## config.mk

```make
export PLATFORM = sky130hd
export DESIGN_NAME = mmarb_tx
export DESIGN_NICKNAME = d
export VERILOG_FILES = /design/src/rtl/mmarb_pkg.sv /design/src/rtl/mmarb_idle_mon.sv /design/src/rtl/mmarb_fsm.sv /design/src/rtl/mmarb_tx.sv
export SDC_FILE = /design/constraint.sdc
export NUM_CORES = 1
export LEC_CHECK = 0
export ABC_AREA = 1
export BUFFER_PORTS_ARGS = -buffer_cell sky130_fd_sc_hd__buf_2
export CAP_MARGIN = 5
export CELL_PAD_IN_SITES_DETAIL_PLACEMENT = 2
export CELL_PAD_IN_SITES_GLOBAL_PLACEMENT = 2
export CORE_AREA = 2 2 46 48
export DETAILED_ROUTE_END_ITERATION = 8
export DIE_AREA = 0 0 48 50
export PLACE_DENSITY = 0.71
export REMOVE_ABC_BUFFERS = 1
export SLEW_MARGIN = 10
export SYNTH_ARGS = -nofsm -noshare
export SYNTH_HDL_FRONTEND = slang
export SYNTH_SLANG_ARGS = --single-unit
```

## constraint.sdc

```tcl
create_clock -name clk -period 4.2 [get_ports clk]
set_input_delay 0.21 -clock clk [delete_from_list [all_inputs] [get_ports clk]]
set_output_delay 0.21 -clock clk [all_outputs]
set_load 0.02 [all_outputs]
```

## src/rtl/mmarb_pkg.sv

```systemverilog
package mmarb_pkg;
  typedef enum logic {
    ARB_WAIT = 1'b0,
    ARB_SEND = 1'b1
  } arb_state_t;
endpackage

```

## src/rtl/mmarb_idle_mon.sv

```systemverilog
// Counts consecutive ones on the read-back line in channel bit times and
// decides when the channel counts as idle, with a self-adjusting threshold.
module mmarb_idle_mon #(
  parameter int IDLE_LO = 8,
  parameter int IDLE_HI = 10
) (
  input  logic clk,
  input  logic rst_n,
  input  logic bit_en,
  input  logic cdr_i,
  input  logic count_en,
  input  logic clr_i,
  input  logic raise_i,
  output logic idle_o,
  output logic hi_o
);
  localparam int CNT_W = $clog2(IDLE_HI + 1);
  localparam logic [CNT_W-1:0] LO_C = CNT_W'(IDLE_LO);
  localparam logic [CNT_W-1:0] HI_C = CNT_W'(IDLE_HI);

  logic [CNT_W-1:0] run_q, run_nxt;
  logic             hi_q;
  logic [CNT_W-1:0] thr;
  logic             sample;

  assign sample  = bit_en & count_en;
  assign thr     = hi_q ? HI_C : LO_C;
  assign run_nxt = cdr_i ? ((run_q == HI_C) ? HI_C : run_q + 1'b1) : '0;
  assign idle_o  = sample & (run_nxt >= thr);
  assign hi_o    = hi_q;

  always_ff @(posedge clk or negedge rst_n) begin
    if (!rst_n) begin
      run_q <= '0;
      hi_q  <= 1'b0;
    end else begin
      if (clr_i) begin
        run_q <= '0;
      end else if (sample) begin
        run_q <= run_nxt;
      end
      if (raise_i) begin
        hi_q <= 1'b1;
      end else if (sample && run_nxt == HI_C) begin
        hi_q <= 1'b0;
      end
    end
  end

  // a zero in a counted bit time restarts the run
  a_r3_zero_restarts: assert property (@(posedge clk) disable iff (!rst_n)
    (sample && !cdr_i) |=> (run_q == '0));
  // the run is untouched outside bit times
  a_r4_hold_off_strobe: assert property (@(posedge clk) disable iff (!rst_n)
    (!bit_en && !clr_i) |=> $stable(run_q));
  // ten ones in a row bring the threshold back down
  a_r10_drop_after_ten: assert property (@(posedge clk) disable iff (!rst_n)
    (sample && cdr_i && run_q == HI_C - 1'b1 && !raise_i) |=> !hi_q);
  // a finished frame raises the threshold
  a_r9_raise: assert property (@(posedge clk) disable iff (!rst_n)
    raise_i |=> hi_q);
endmodule

```

## src/rtl/mmarb_fsm.sv

```systemverilog
// Wait/send control: grants on idle, compares driven and read-back bits,
// and reports retry, failure or completion to the framer.
module mmarb_fsm
  import mmarb_pkg::*;
(
  input  logic clk,
  input  logic rst_n,
  input  logic bit_en,
  input  logic cdr_i,
  input  logic bit_valid,
  input  logic bit_data,
  input  logic bit_last,
  input  logic start_held,
  input  logic idle_i,
  output logic count_en,
  output logic clr_o,
  output logic raise_o,
  output logic drive_o,
  output logic ready_o,
  output logic retry_o,
  output logic fail_o,
  output logic done_o
);
  arb_state_t st_q, st_d;
  logic sending, active, clash;

  assign sending = (st_q == ARB_SEND);
  assign active  = sending & bit_en & bit_valid;
  assign clash   = active & bit_data & ~cdr_i;

  assign drive_o  = active;
  assign ready_o  = sending & bit_en;
  assign retry_o  = clash & start_held;
  assign fail_o   = clash & ~start_held;
  assign done_o   = active & bit_last & ~clash;
  assign count_en = ~sending;
  assign clr_o    = clash | done_o;
  assign raise_o  = done_o;

  always_comb begin
    st_d = st_q;
    unique case (st_q)
      ARB_WAIT: if (idle_i && bit_valid) st_d = ARB_SEND;
      ARB_SEND: if (clash || done_o)     st_d = ARB_WAIT;
      default:  st_d = ARB_WAIT;
    endcase
  end

  always_ff @(posedge clk or negedge rst_n) begin
    if (!rst_n) st_q <= ARB_WAIT;
    else        st_q <= st_d;
  end

  // a lost bit ends the attempt
  a_r6_release_on_clash: assert property (@(posedge clk) disable iff (!rst_n)
    clash |=> (st_q == ARB_WAIT));
  // retry and failure never coincide
  a_r8_one_outcome: assert property (@(posedge clk) disable iff (!rst_n)
    !(retry_o && fail_o));
  // completion returns to waiting
  a_r9_done_to_wait: assert property (@(posedge clk) disable iff (!rst_n)
    done_o |=> (st_q == ARB_WAIT));
  // a grant needs both an idle channel and a pending bit
  a_r2_grant_cause: assert property (@(posedge clk) disable iff (!rst_n)
    $rose(sending) |-> $past(idle_i && bit_valid));
endmodule

```

## src/rtl/mmarb_tx.sv

```systemverilog
module mmarb_tx #(
  parameter int IDLE_LO = 8,
  parameter int IDLE_HI = 10
) (
  input  logic clk,
  input  logic rst_n,
  input  logic bit_en,
  input  logic cdr,
  input  logic bit_valid,
  input  logic bit_data,
  input  logic bit_last,
  input  logic start_held,
  output logic bit_ready,
  output logic txd,
  output logic txd_oe,
  output logic bit_retry,
  output logic bit_fail,
  output logic frame_done
);
  logic idle, hi, count_en, clr, raise, drive;

  mmarb_idle_mon #(.IDLE_LO(IDLE_LO), .IDLE_HI(IDLE_HI)) u_mon (
    .clk(clk), .rst_n(rst_n), .bit_en(bit_en), .cdr_i(cdr),
    .count_en(count_en), .clr_i(clr), .raise_i(raise),
    .idle_o(idle), .hi_o(hi)
  );

  mmarb_fsm u_fsm (
    .clk(clk), .rst_n(rst_n), .bit_en(bit_en), .cdr_i(cdr),
    .bit_valid(bit_valid), .bit_data(bit_data), .bit_last(bit_last),
    .start_held(start_held), .idle_i(idle), .count_en(count_en),
    .clr_o(clr), .raise_o(raise), .drive_o(drive), .ready_o(bit_ready),
    .retry_o(bit_retry), .fail_o(bit_fail), .done_o(frame_done)
  );

  assign txd_oe = drive;
  assign txd    = drive ? bit_data : 1'b1;

  // the driver is enabled only inside channel bit times
  a_r5_oe_in_slot: assert property (@(posedge clk) disable iff (!rst_n)
    txd_oe |-> bit_en);
  // the threshold is high right after a completed frame
  a_r9_hi_after_done: assert property (@(posedge clk) disable iff (!rst_n)
    frame_done |=> hi);
endmodule

```

# == After elaboration in Yosys (flattened, before gate mapping) ==
# Index checks and enable logic that the tools add are counted.
# Widths: inputs -> output; s select.
# op_classes
add_sub_neg,1
magnitude_cmp,1
n_eq_ne,2
mux,11
bitwise_logic,15
n_reduce_logical,5
# op_table
op,n
$mux 4,4
$and 1x1->1,10
$eq 4x4->1 const B,2
$mux 1,5
$add 4x1->4 const B,1
$ge 4x4->1,1
$not 1->1,4
$reduce_bool 2->1,2
$logic_and 1x1->1,2
$mux 2,1
$pmux 1 s2,1
$logic_or 1x1->1,1
$or 1x1->1,1
# word_totals
ff_bits,6
inputBits,8
output_inout_bits,6
elab_cells,38

# == Depth between registers and ports, before layout ==
# Gate-level depths: netlist of run 1.
# depth
depth_word,9
mapped_depth,10
ltp_nobuf,10

# == Modules after synthesis ==
# From an unflattened synthesis of run 1, not the netlist that was laid out.
# hier_totals
cells_unflattened,70
hier_area_um2,471.7
# by_module_without_submodules
module,instances,cells_each,area_per_inst_um2,seq_area_each_um2
mmarb_idle_mon,1,49,357.8,125.1
mmarb_fsm,1,19,106.4,25.0
mmarb_tx,1,2,7.5,0.0

# == Worst setup path before layout of run 1 ==
# Ideal clock, no wire load.
# synth_path
path_kind,register -> register
from,register u_mon.run_q[0]
to,register u_fsm.st_q (netlist: u_fsm.sending)
setup_time_ns,0.116
t_arrival_ns,1.267
required_time_ns,4.084
slack_ns,2.816
path_stages_with_launch,10
n_path_buf,0
period_less_slack_ns,1.384
path_cell_list,dfrtp_1 inv_1 ha_1 inv_1 nand2_2 ha_1 nand2_1 nand2_1 nand2_1 nand2_1
# synth_via
elab_chain_cells,8
word_cells_on_any_way,9
cone_classes,add/sub: 1; order compare: 1; eq/ne: 1; mux: 4; bitwise: 1; reduce/logical: 1
# synth_lines
element,line,rtl
start: declaration,mmarb_idle_mon.sv:21,"logic [CNT_W-1:0] run_q, run_nxt;"
start signal: assignment,mmarb_idle_mon.sv:40,run_q <= run_nxt;
$add 4x1->4 or $eq 4x4->1 (tied branches),mmarb_idle_mon.sv:28,assign run_nxt = cdr_i ? ((run_q == HI_C) ? HI_C : run_q + 1'b1) : '0;
$mux 4 * (2 in a row),mmarb_idle_mon.sv:28,
$ge 4x4->1 *,mmarb_idle_mon.sv:29,assign idle_o = sample & (run_nxt >= thr);
$and 1x1->1 *,mmarb_idle_mon.sv:29,
$logic_and 1x1->1 *,mmarb_fsm.sv:43,ARB_WAIT: if (idle_i && bit_valid) st_d = ARB_SEND;
$mux 1 *,mmarb_fsm.sv:43,
$pmux 1 s2 *,mmarb_fsm.sv:42,unique case (st_q)
named net u_fsm.st_d,mmarb_fsm.sv:24,"arb_state_t st_q, st_d;"
end signal: assignment,mmarb_fsm.sv:51,else st_q <= st_d;
end: declaration,mmarb_fsm.sv:24,
# Mark *: on every way through the listed nets, which the timed path passes. The rest lies on a longest branch.
# A chain may end at the register's enable or synchronous reset.

# == Worst setup path in the final report of run 1 ==
# layout_path
from,register u_fsm.st_q (netlist: u_fsm.sending)
to,output port frame_done
# layout_via
elab_chain_cells,6
word_cells_on_any_way,7
cone_classes,bitwise: 7
# layout_lines
element,line,rtl
$and 1x1->1 * (2 in a row),mmarb_fsm.sv:28,assign active = sending & bit_en & bit_valid;
$and 1x1->1 (2 in a row),mmarb_fsm.sv:29,assign clash = active & bit_data & ~cdr_i;
$not 1->1,mmarb_fsm.sv:35,assign done_o = active & bit_last & ~clash;
$and 1x1->1 *,mmarb_fsm.sv:35,
end: declaration,mmarb_tx.sv:18,output logic frame_done
# Every way passes the cells marked *; elsewhere a longest branch is shown, timed or not.

==> results of run 1 <==
[Yosys cell counts]
cell     instances  area share
nand2_1         22        0.18
inv_1           15        0.12
nor2_1           7       0.056
dfrtp_1          6        0.32
nand3_1          4       0.043
ha_1             3       0.080
nand2_2          2       0.027
nand3_2          2       0.043
nor2_2           2       0.027
nor3_2           2       0.043
o21ai_0          2       0.021
o21ai_1          2       0.021
inv_2            1      0.0080
nand4_1          1       0.013
[final timing paths]
| path | from | end | slack (ns) | cells past startpoint |
|---|---|---|---|---|
| worst max-delay path | u_fsm.sending | frame_done | 2.63 | 6 |
| worst min-delay path | bit_last | u_mon.hi_o | 0.32 | 5 |
| worst max register to register | u_mon.run_q[0] | u_fsm.sending | 2.67 | 9 |
| worst min register to register | u_mon.hi_o | u_mon.hi_o | 0.51 | 2 |
| max in group asynchronous | rst_n | u_mon.run_q[3] | 3.72 | 2 |
| min in group asynchronous | rst_n | u_mon.run_q[1] | 0.33 | 2 |
[area by class of cell]
class                           instances  area, µm²
Sequential cell                         6        150
Clock buffer                            3       22.5
Inverter                               16       60.1
Timing Repair Buffer                   14       75.1
Multi-Input combinational cell         49        258
Tap cell                               27       33.8
Fill cell                             246       1300
[sequential cells by signal, summed over array words and instances, names as in the netlist]
signal,cells
u_fsm.sending,1
u_mon.hi_o,1
u_mon.run_q,4
[critical path: stages (launching register included)]
cell and delay [ns]:
dfrtp_1 0.41, nand3_2 0.13, nor3_2 0.18, inv_1 0.11
nand2_1 0.09, inv_1 0.04, buf_2 0.15
[routing by layer]
layer / vias to the layer above / part of all wire / global-route usage
met3: 3 / 0.035 / 0.0220
li1: 249 / - / -
met2: 10 / 0.56 / 0.231
met5: - / 0 / 0
met1: 242 / 0.38 / 0.167
met4: 0 / 0.015 / 0.0811
[kinds of logic (layout without fill, tap and decap cells)]
family,count (synthesis),after routing
fa+ha+maj,3,3
buf+inv,16,33
compound gates,4,4
flops,6,6
simple gates,42,42
[power by group]
part / leakage [nW] / total (mW) / internal, mW / switching [mW]
logic: 0.255 / 0.110 / 0.0416 / 0.0689
registers: 0.0781 / 0.0997 / 0.0768 / 0.0229
clock network: 0.0138 / 0.0577 / 0.0326 / 0.0251
==> flow_summary.yaml, run 1 <==
run_status:
  status: "finished clean"
global_route:
  grt_first_pass_wirelength_mm: 2.39
  grt_max_degree: 8
  grt-ovfl-total: 0
  antenna_found_initial: 0
  grtUsageTotal: 0.142
  grt_pass1_vias: 563
route:
  via_per_inst: 4.38
  drt_pass1_iterations: 4
  wire_per_inst_um: 12.1
  vias: 504
  totalWireLength_mm: 1.39
  drt_iter0_drc: 6
  antenna_left: 0
  drc: 0
power_and_ir_drop:
  p_leak_nw: 0.346
  power.density_nw_per_um2: 447
  ir_drop_mv: 0.111
  total_power_mw: 0.268
timing:
  fmax_mhz: 637
  whs_ns: 0.319
  slew-limit-headroom: 0.854
  setup_ws_ns: 2.63
  rsz0062_at_grt: "false"
  fin_crit_ns: 1.57
  finalSetupTns_ns: 0
  post-route-period-util: 0.373
  setup_viol: 0
  worst_pin_slew_ns: 0.219
  hold_viol_final: 0
  fin_worst_skew_ns: 0.00182
  drv_slew: 0
final_layout:
  final_cell_mix: "nand2_1 (22), inv_1 (15), buf_2 (13)"
  final_cells: 115
  num_antenna_cells: 0
  fin_nets: 101
  final_common_cell: "nand2_1"
  stdcell_area_um2: 599
  area_delta_synth_final_pct: 28.1
  fin_util: 0.315
  drive_above_1_share: 0.284
yosys:
  synth.ff_latch_count: 6
  synthXorXnorAreaFrac: 0
  synth-compound-area-share: 0.0428
  synth_warnings: 0
  synthMuxAreaShare: 0
  ys_seq_area_frac: 0.321
  synthAdderAreaFrac: 0.0802
  synthDistinctLibCells: 14
  syn-cell-area_um2: 468
  synth_area_per_cell_um2: 6.59
  syn_inst: 71
  synth_top_family_by_area: "simple AND/OR/NAND/NOR gates"
  synth-simple-area-share: 0.428
worst_setup_path:
  end_kind: "primary output"
  critPathMaxFanout: 4
  cp_data_arrival_time_ns: 1.36
  cp.required_ns: 3.99
  critical_path_class: "flop to primary output"
  startpoint_type: "flop"
cts:
  postCtsSetupRepairBufs: 0
  clockRootBuffer: "clkbuf_4"
  clk-insertion-delay-late_ns: 0.26
  cts_made_buffers: 3
  clock_path_buffers: 2
  clkSlewWorstSetupHoldPaths_ns: 0.05
  ctsResizeCount: 0
  cts_hold_buf: 1
  htree_levels: 1
  cts.sinks: 6
  cts_tree: "yes"
die:
  core_um2: 1900
  dieArea_um2: 2400
  num_io_pins: 14
  die_height_um: 50
  rows: 16
  start_util: 0.246
  fp.dieW_um: 48
min_path:
  hp-class: "primary input to flop"
place:
  dpl_worst_slack_ns: 2.67
  io_buffers: 13
  routabilityCongestion: 0.700
  place_area_um2: 567
  dp_hpwl_mm: 1.14
  placed_cells: 111
run:
  drv_cap: 0
No activity file was read; power rests on OpenSTA's default activity.
==> run 2, diff against run 1 <==
--- a/config.mk
+++ b/config.mk
@@ -10,10 +10,10 @@
 export CAP_MARGIN = 5
 export CELL_PAD_IN_SITES_DETAIL_PLACEMENT = 2
 export CELL_PAD_IN_SITES_GLOBAL_PLACEMENT = 2
-export CORE_AREA = 2 2 46 48
+export CORE_AREA = 2 2 48 50
 export DETAILED_ROUTE_END_ITERATION = 8
-export DIE_AREA = 0 0 48 50
-export PLACE_DENSITY = 0.71
+export DIE_AREA = 0 0 50 52
+export PLACE_DENSITY = 0.66
 export REMOVE_ABC_BUFFERS = 1
 export SLEW_MARGIN = 10
 export SYNTH_ARGS = -nofsm -noshare
==> constraint.sdc (replaced) <==
create_clock -name clk -period 1.61 [get_ports clk]
set_input_delay 0.0805 -clock clk [delete_from_list [all_inputs] [get_ports clk]]
set_output_delay 0.0805 -clock clk [all_outputs]
set_load 0.02 [all_outputs]
==> run 2 against run 1 <==
Compared with the run above: die area grew 8.3%; hold slack got worse by 0.12 ns; combinational power rose to 3.1 times the previous value; first-iteration DRC count decreased by 67%; setup slack worse by 2.5 ns; wire length decreased by 7.1%; critical path type is now flop to flop; largest cell class unchanged.
==> flow_summary.yaml, run 2 (synthesized netlist as in run 1, its figures left out) <==
run_status:
  status: "finished clean"
worst_setup_path:
  worst_path_max_delay_cell: "dfrtp_1"
  max_stage_delay_ns: 0.34
  cp_data_arrival_time_ns: 1.57
  end_kind: "flop"
  startpoint_type: "flop"
  critical_path_class: "flop to flop"
  cp_common_cell: "nand2_1"
  path_cells: "inv_1 -> ha_1 -> inv_1 -> nand2_2 -> ha_1 -> nand2_1 -> nand2_1 -> nand2_1 -> nand2_1"
  cp.required_ns: 1.75
  cpLargestDelayFamily: "adder cells"
  cp_num_buf_inv: 2
  critPathMaxFanout: 3
die:
  die_height_um: 52
  core_um2: 2110
  start_util: 0.222
  dieArea_um2: 2600
  num_io_pins: 14
  fp.dieW_um: 50
  rows: 17
power_and_ir_drop:
  p_leak_nw: 0.357
  ir_drop_mv: 0.453
  power.density_nw_per_um2: 1180
  total_power_mw: 0.724
final_layout:
  fin_util: 0.292
  final_cell_mix: "nand2_1 (22), inv_1 (15), buf_2 (13)"
  largest_reg_flops: 4
  top_register: "u_mon.run_q"
  stdcell_area_um2: 616
  drive_above_1_share: 0.300
  final_cells: 118
  num_antenna_cells: 0
  fin_nets: 103
  final_common_cell: "nand2_1"
  area_delta_synth_final_pct: 31.6
timing:
  drv_slew: 0
  fin_crit_ns: 1.44
  setup_ws_ns: 0.172
  fin_worst_skew_ns: 0.00751
  finalSetupTns_ns: 0
  post-route-period-util: 0.893
  worst_pin_slew_ns: 0.201
  slew-limit-headroom: 0.866
  rsz0062_at_grt: "false"
  setup_viol: 0
  fmax_mhz: 695
  whs_ns: 0.203
  hold_viol_final: 0
cts:
  clock_path_buffers: 2
  cts.sinks: 6
  cts_made_buffers: 3
  clockRootBuffer: "clkbuf_4"
  clkSlewWorstSetupHoldPaths_ns: 0.05
  postCtsSetupRepairBufs: 0
  htree_levels: 1
  clk-insertion-delay-late_ns: 0.24
  cts_tree: "yes"
run:
  drv_cap: 0
route:
  via_per_inst: 4.28
  drt_pass1_iterations: 3
  wire_per_inst_um: 10.9
  antenna_left: 0
  drt_iter0_drc: 2
  vias: 505
  totalWireLength_mm: 1.29
  drc: 0
place:
  routabilityCongestion: 0.709
  placed_cells: 114
  dpl_worst_slack_ns: 0.160
  io_buffers: 13
  place_area_um2: 583
  dp_hpwl_mm: 1.15
global_route:
  grt_max_degree: 8
  grt_pass1_vias: 549
  antenna_found_initial: 0
  grtUsageTotal: 0.121
  grt-ovfl-total: 0
  grt_first_pass_wirelength_mm: 2.31
min_path:
  hp-class: "primary input to async pin"
## run 2: report_power, final
group / internal (mW) / switching, mW
Combinational: 0.136 / 0.209
Clock: 0.0844 / 0.0556
Sequential: 0.200 / 0.0390
## run 2: area by class of cell
type                       instances  area (µm²)
fill                             269        1490
multi-input combinational         49         258
sequential                         6         150
timing repair buffer              16        90.1
inverter                          16        60.1
tap                               28        35.0
clock buffer                       3        22.5
## run 2: worst paths after layout
check,to,cells past startpoint,from,slack [ns]
max in group asynchronous,u_mon.hi_o,2,rst_n,1.24
min in group clk,u_mon.run_q[1],3,cdr,0.20
worst max-delay path,u_fsm.sending,9,u_mon.run_q[0],0.17
worst min-delay path,u_fsm.sending,2,rst_n,0.20
worst min register to register,u_mon.hi_o,2,u_mon.hi_o,0.52
worst max register to register,u_fsm.sending,9,u_mon.run_q[0],0.17
## run 2: timing repair
action                                 CTS  global route
hold buffers                             1             0
endpoints found under the hold margin    6             0
resized for setup                        0             0
## run 2: per-layer routing
metal / track usage / vias to the layer above / wire (µm)
li1: - / 256 / -
met5: 0 / - / 0
met3: 0.0259 / 2 / 61
met4: 0.0556 / 0 / 8
met1: 0.134 / 234 / 544
met2: 0.221 / 13 / 674
